**config.mk**
```make
export PLATFORM = sky130hd
export DESIGN_NAME = fwd_hazard_unit
export DESIGN_NICKNAME = d
export VERILOG_FILES = /design/src/rtl/fwdu_pkg.sv /design/src/rtl/fwdu_prod_hit.sv /design/src/rtl/fwdu_opsel.sv /design/src/rtl/fwdu_loaduse.sv /design/src/rtl/fwd_hazard_unit.sv
export SDC_FILE = /design/constraint.sdc
export NUM_CORES = 1
export LEC_CHECK = 0
export BUFFER_PORTS_ARGS = -buffer_cell sky130_fd_sc_hd__buf_4
export CORE_AREA = 2 2 39 41
export CTS_CLUSTER_DIAMETER = 200
export DETAILED_ROUTE_END_ITERATION = 16
export DIE_AREA = 0 0 41 43
export PLACE_DENSITY = 0.82
export SKIP_LAST_GASP = 1
export SLEW_MARGIN = 20
export SYNTH_ARGS = -nofsm -noshare
export SYNTH_HDL_FRONTEND = slang
export SYNTH_SLANG_ARGS = --single-unit
```
**constraint.sdc**
```tcl
create_clock -name clk -period 3.3 [get_ports clk]
set_input_delay 0.66 -clock clk [delete_from_list [all_inputs] [get_ports clk]]
set_output_delay 0.66 -clock clk [all_outputs]
set_load 0.05 [all_outputs]
```
**src/rtl/fwdu_pkg.sv**
```systemverilog
package fwdu_pkg;

   // Operand source encoding, shared by the selector and the bench
   typedef enum logic [1:0] {
      SRC_REGFILE = 2'b00,
      SRC_MEMWB   = 2'b01,
      SRC_EXMEM   = 2'b10
   } opnd_src_e;

   localparam int unsigned NUM_OPERANDS = 2;

endpackage

```
**src/rtl/fwdu_prod_hit.sv**
```systemverilog
// One producer-versus-source comparison, gated by write-enable and
// (optionally) the hardwired-zero register.
module fwdu_prod_hit #(
   parameter int unsigned REG_W     = 5,
   parameter bit          ZERO_HARD = 1'b1
) (
   input  logic [REG_W-1:0] src,
   input  logic [REG_W-1:0] dst,
   input  logic             dst_we,
   output logic             hit
);

   logic same_reg;
   assign same_reg = (src == dst);

   generate
      if (ZERO_HARD) begin : g_zero_guard
         assign hit = dst_we && (dst != '0) && same_reg;
      end else begin : g_no_zero_guard
         assign hit = dst_we && same_reg;
      end
   endgenerate

endmodule

```
**src/rtl/fwdu_opsel.sv**
```systemverilog
// Per-operand source selection: younger producer first.
module fwdu_opsel
   import fwdu_pkg::*;
#(
   parameter int unsigned REG_W     = 5,
   parameter bit          ZERO_HARD = 1'b1
) (
   input  logic [REG_W-1:0] src,
   input  logic [REG_W-1:0] exm_rd,
   input  logic             exm_we,
   input  logic [REG_W-1:0] mwb_rd,
   input  logic             mwb_we,
   output logic [1:0]       sel
);

   logic hit_young;
   logic hit_old;
   opnd_src_e choice;

   fwdu_prod_hit #(.REG_W(REG_W), .ZERO_HARD(ZERO_HARD)) u_young (
      .src(src), .dst(exm_rd), .dst_we(exm_we), .hit(hit_young)
   );

   fwdu_prod_hit #(.REG_W(REG_W), .ZERO_HARD(ZERO_HARD)) u_old (
      .src(src), .dst(mwb_rd), .dst_we(mwb_we), .hit(hit_old)
   );

   always_comb begin
      if (hit_young)      choice = SRC_EXMEM;
      else if (hit_old)   choice = SRC_MEMWB;
      else                choice = SRC_REGFILE;
   end

   assign sel = choice;

endmodule

```
**src/rtl/fwdu_loaduse.sv**
```systemverilog
// Load-in-execute versus decode-consumer detection with a one-cycle limiter.
module fwdu_loaduse #(
   parameter int unsigned REG_W     = 5,
   parameter bit          ZERO_HARD = 1'b1
) (
   input  logic             clk,
   input  logic             rst_n,
   input  logic [REG_W-1:0] id_rs,
   input  logic [REG_W-1:0] id_rt,
   input  logic             id_rs_used,
   input  logic             id_rt_used,
   input  logic [REG_W-1:0] ex_rd,
   input  logic             ex_we,
   input  logic             ex_is_load,
   output logic             stall
);

   logic [1:0] src_hit;
   logic [1:0] src_used;
   logic       raw_hazard;
   logic       stall_q;

   assign src_used = {id_rt_used, id_rs_used};

   fwdu_prod_hit #(.REG_W(REG_W), .ZERO_HARD(ZERO_HARD)) u_hit_rs (
      .src(id_rs), .dst(ex_rd), .dst_we(ex_we), .hit(src_hit[0])
   );

   fwdu_prod_hit #(.REG_W(REG_W), .ZERO_HARD(ZERO_HARD)) u_hit_rt (
      .src(id_rt), .dst(ex_rd), .dst_we(ex_we), .hit(src_hit[1])
   );

   assign raw_hazard = ex_is_load && |(src_hit & src_used);
   assign stall      = raw_hazard && !stall_q;

   always_ff @(posedge clk or negedge rst_n) begin
      if (!rst_n) stall_q <= 1'b0;
      else        stall_q <= stall;
   end

endmodule

```
**src/rtl/fwd_hazard_unit.sv**
```systemverilog
module fwd_hazard_unit
   import fwdu_pkg::*;
#(
   parameter int unsigned REG_W     = 5,
   parameter bit          ZERO_HARD = 1'b1
) (
   input  logic             clk,
   input  logic             rst_n,
   input  logic [REG_W-1:0] id_rs,
   input  logic [REG_W-1:0] id_rt,
   input  logic             id_rs_used,
   input  logic             id_rt_used,
   input  logic [REG_W-1:0] ex_rs,
   input  logic [REG_W-1:0] ex_rt,
   input  logic [REG_W-1:0] ex_rd,
   input  logic             ex_we,
   input  logic             ex_is_load,
   input  logic [REG_W-1:0] exm_rd,
   input  logic             exm_we,
   input  logic [REG_W-1:0] mwb_rd,
   input  logic             mwb_we,
   output logic [1:0]       fwd_a_sel,
   output logic [1:0]       fwd_b_sel,
   output logic             pc_write,
   output logic             ifid_write,
   output logic             idex_ctrl_zero
);

   localparam int unsigned NREGS = 1 << REG_W;

   initial begin
      assert (REG_W >= 1 && REG_W <= 8)
         else $error("fwd_hazard_unit: REG_W must lie in 1..8");
      assert (NREGS >= 2)
         else $error("fwd_hazard_unit: at least two registers needed");
   end

   logic [REG_W-1:0] ex_src [NUM_OPERANDS];
   logic [1:0]       op_sel [NUM_OPERANDS];
   logic             stall;

   assign ex_src[0] = ex_rs;
   assign ex_src[1] = ex_rt;

   generate
      for (genvar g = 0; g < NUM_OPERANDS; g++) begin : g_opnd
         fwdu_opsel #(.REG_W(REG_W), .ZERO_HARD(ZERO_HARD)) u_sel (
            .src(ex_src[g]),
            .exm_rd(exm_rd), .exm_we(exm_we),
            .mwb_rd(mwb_rd), .mwb_we(mwb_we),
            .sel(op_sel[g])
         );
      end
   endgenerate

   assign fwd_a_sel = op_sel[0];
   assign fwd_b_sel = op_sel[1];

   fwdu_loaduse #(.REG_W(REG_W), .ZERO_HARD(ZERO_HARD)) u_lu (
      .clk(clk), .rst_n(rst_n),
      .id_rs(id_rs), .id_rt(id_rt),
      .id_rs_used(id_rs_used), .id_rt_used(id_rt_used),
      .ex_rd(ex_rd), .ex_we(ex_we), .ex_is_load(ex_is_load),
      .stall(stall)
   );

   assign pc_write       = !stall;
   assign ifid_write     = !stall;
   assign idex_ctrl_zero = stall;

endmodule

```
==> key figures <==
Power and ir drop
  • Tot Pwr: 107 uW
  • Switch Pwr: 40.0 uW
  • Power Internal: 67.4 uW
  • Pleak: 0.395 nW
  • Sw frac: 37.2%
  • Gate power share: 88.2%
  • PD cells: 130 mW/mm2
  • Sequential share of power: 11.8%
  • Max VDD drop: 50.5 uV
  • Clock power frac: 0%

Floorplan
  • Die X: 41 um
  • Std-Cell Rows: 14
  • Starting Density: 33.2%
  • IO Pins: 50
  • Total die area: 0.00176 mm2
  • Core Area: 0.00138 mm2
  • Die H: 43 um

Setup path
  • Crit Path Class: input port to output pin
  • Crit path max fanout: 3
  • Worst path required time: 2.64 ns
  • Arr. time, crit path: 2.07 ns
  • Critical Path End Type: output pin
  • Startpoint Class: input port

Layout
  • Largest registers: u_lu.stall_q: 1 flops
  • Max reg flops: 1
  • # diodes: 0
  • Biggest register: u_lu.stall_q
  • Share of cells above drive strength 1: 51.0%
  • Layout area overhead: 79.6%
  • Final nets: 147
  • Final instance area: 825 um2
  • Multi-input logic area: 412 um2
  • Core Util, Final: 59.6%
  • Layout filler cell count: 120
  • Storage cell area: 25.0 um2

Synthesis
  • Fraction of synthesized cell area in xor and xnor cells: 57.2%
  • Synthesized-area fraction occupied by and/or/nand/nor cells: 25.1%
  • Synth area leaders: xor2_1 42%, xnor2_1 15%, or4_1 6.5%
  • Cell area after synthesis: 459 um2
  • Post-synth top area share: 42.0%
  • Mux cell area share after synthesis: 0%
  • Adder-cell area share of the yosys netlist: 0%
  • Largest family of logic cells by synthesized area: XOR/XNOR gates
  • Syn_nets: 99
  • Avg Cell Area, Syn: 8.20 um2
  • Synth warn: 0
  • Register area share after synthesis: 5.45%
  • Post-synthesis cell type count: 17
  • Cells after synthesis: 56
  • Yosys reg bits: 1
  • Synth area leader: xor2_1
  • Post-synthesis compound-gate area fraction: 7.36%

Timing
  • Post-layout minimum cycle time: 2.73 ns
  • Setup tns final: 0 ns
  • Worst hold slack: 0.438 ns
  • Actual slew at the worst max-slew pin: 0.437 ns
  • Slew HR: 70.6%
  • Final period util: 82.6%
  • Fmax: 367 MHz
  • Hold Vio Cnt, Final: 0
  • Final Max Tran Viols: 0
  • Final setup violation count: 0
  • Clk_skew: 0 ns
  • RSZ-0062 raised after global routing: no

Placement
  • IO Port Bufs: 49
  • DP Area: 825 um2
  • Dpl hpwl: 1410 um
  • GPL Wtd Cong: 0.801

Clocking
  • Worst skew pair latency: 0 ns
  • Cts hold-fix bufs: 0
  • Post-CTS Setup Inserts: 0
  • Clock Pin Slew Worst Setup and Hold Paths: 0 ns
  • CTS resizes: 0

Route
  • First-pass detailed-route iteration total: 3
  • DRT Wirelength: 1510 um
  • Routed Antenna Nets: 0
  • DR iter-0 viols: 3
  • Routed length per instance: 12.8 um
  • Vias/cell: 4.69
  • Drt drc: 0
  • Routed via count: 554

Min path
  • HP Class: input port to async pin

Outcome
  • Status: finished, final reports clean

Global route
  • GRT Util Overall: 18.3%
  • Initial antenna violation count: 0
  • Number of global-route vias before repair: 582
  • Largest net degree at the start of global routing: 4
  • Total global routing overflow: 0
  • First-pass GRT wire length: 2330 um

Flow run
  • Max-capacitance violation count: 0
[worst paths after layout]
path	cells after the start	startpoint	slack, ns	to
worst max-delay path	6	exm_rd[0]	0.57	fwd_b_sel[0]
worst min-delay path	1	rst_n	0.44	u_lu.stall_q
worst max register to register	2	u_lu.stall_q	2.50	u_lu.stall_q
worst min register to register	2	u_lu.stall_q	0.51	u_lu.stall_q
max in group asynchronous	1	rst_n	2.78	u_lu.stall_q
min in group clk	2	u_lu.stall_q	0.51	u_lu.stall_q
[cells by family after synthesis]
logic type | after synthesis
XOR/XNOR | 30
AND/OR/NAND/NOR | 17
AO/OA/AOI/OAI | 5
buffers and inverters | 3
flip-flops | 1
[power by group through the flow]
stage / Combinational, mW / Clock [mW] / Sequential [mW]
after global placement: 0.0928 / 0 / 0.0126
after floorplan: 0.0378 / 0 / 0.0126
after CTS: 0.0948 / 0 / 0.0126
after detailed placement: 0.0945 / 0 / 0.0126
final: 0.0947 / 0 / 0.0126
after global routing: 0.102 / 0 / 0.0127
[synth_stat cells (all sizes together)]
master	count
and3	2
nor4	6
xor2	22
nand2	1
o21a	1
dfrtp	1
nor2	1
a211oi	1
xnor2	8
nor3	1
buf	3
or4	4
nand3	2
o21ai	3
[cells in the final DEF (no fill, tap or decap)]
| cell type | count |
|---|---|
| xor2_1 | 22 |
| nand3_1 | 2 |
| nand2_1 | 1 |
| xnor2_1 | 8 |
| or4_1 | 4 |
| dfrtp_1 | 1 |
| nor2_1 | 1 |
| nor3_1 | 1 |
| nor4_2 | 2 |
| o21ai_1 | 1 |
| and3_1 | 2 |
| o21a_1 | 1 |
| nor4_1 | 4 |
| buf_4 | 49 |
| o21ai_0 | 1 |
| a211oi_1 | 1 |
| o21ai_2 | 1 |
[critical path: stages]
cell and delay, ns:
buf_4 0.12, or4_1 0.54, o21ai_2 0.15, nor4_1 0.10
nor4_2 0.26, buf_4 0.23
[area by class of cell]
cell class              instances  area share [%]
well taps                      16            2.43
repair buffers                 49            44.6
multi-input cells              52            49.9
flip-flops and latches          1            3.03
[per-layer routing]
metal / track usage, % / routed length (um) / up-vias
met3: 1.05 / 36 / 4
met2: 33.1 / 856 / 10
li1: - / - / 290
met4: 4.67 / 46 / 0
met5: 0 / 0 / -
met1: 21.6 / 568 / 250
[stage by stage]
| step | setup slack (ns) | cells |
|---|---|---|
| floorplan | 0.0934 | 56 |
| global placement | 0.599 | 118 |
| detailed placement | 0.578 | 118 |
| CTS | 0.567 | 118 |
| global route | 0.498 | 118 |
| finish | 0.574 | 118 |
No activity file was read; power rests on OpenSTA's default activity.
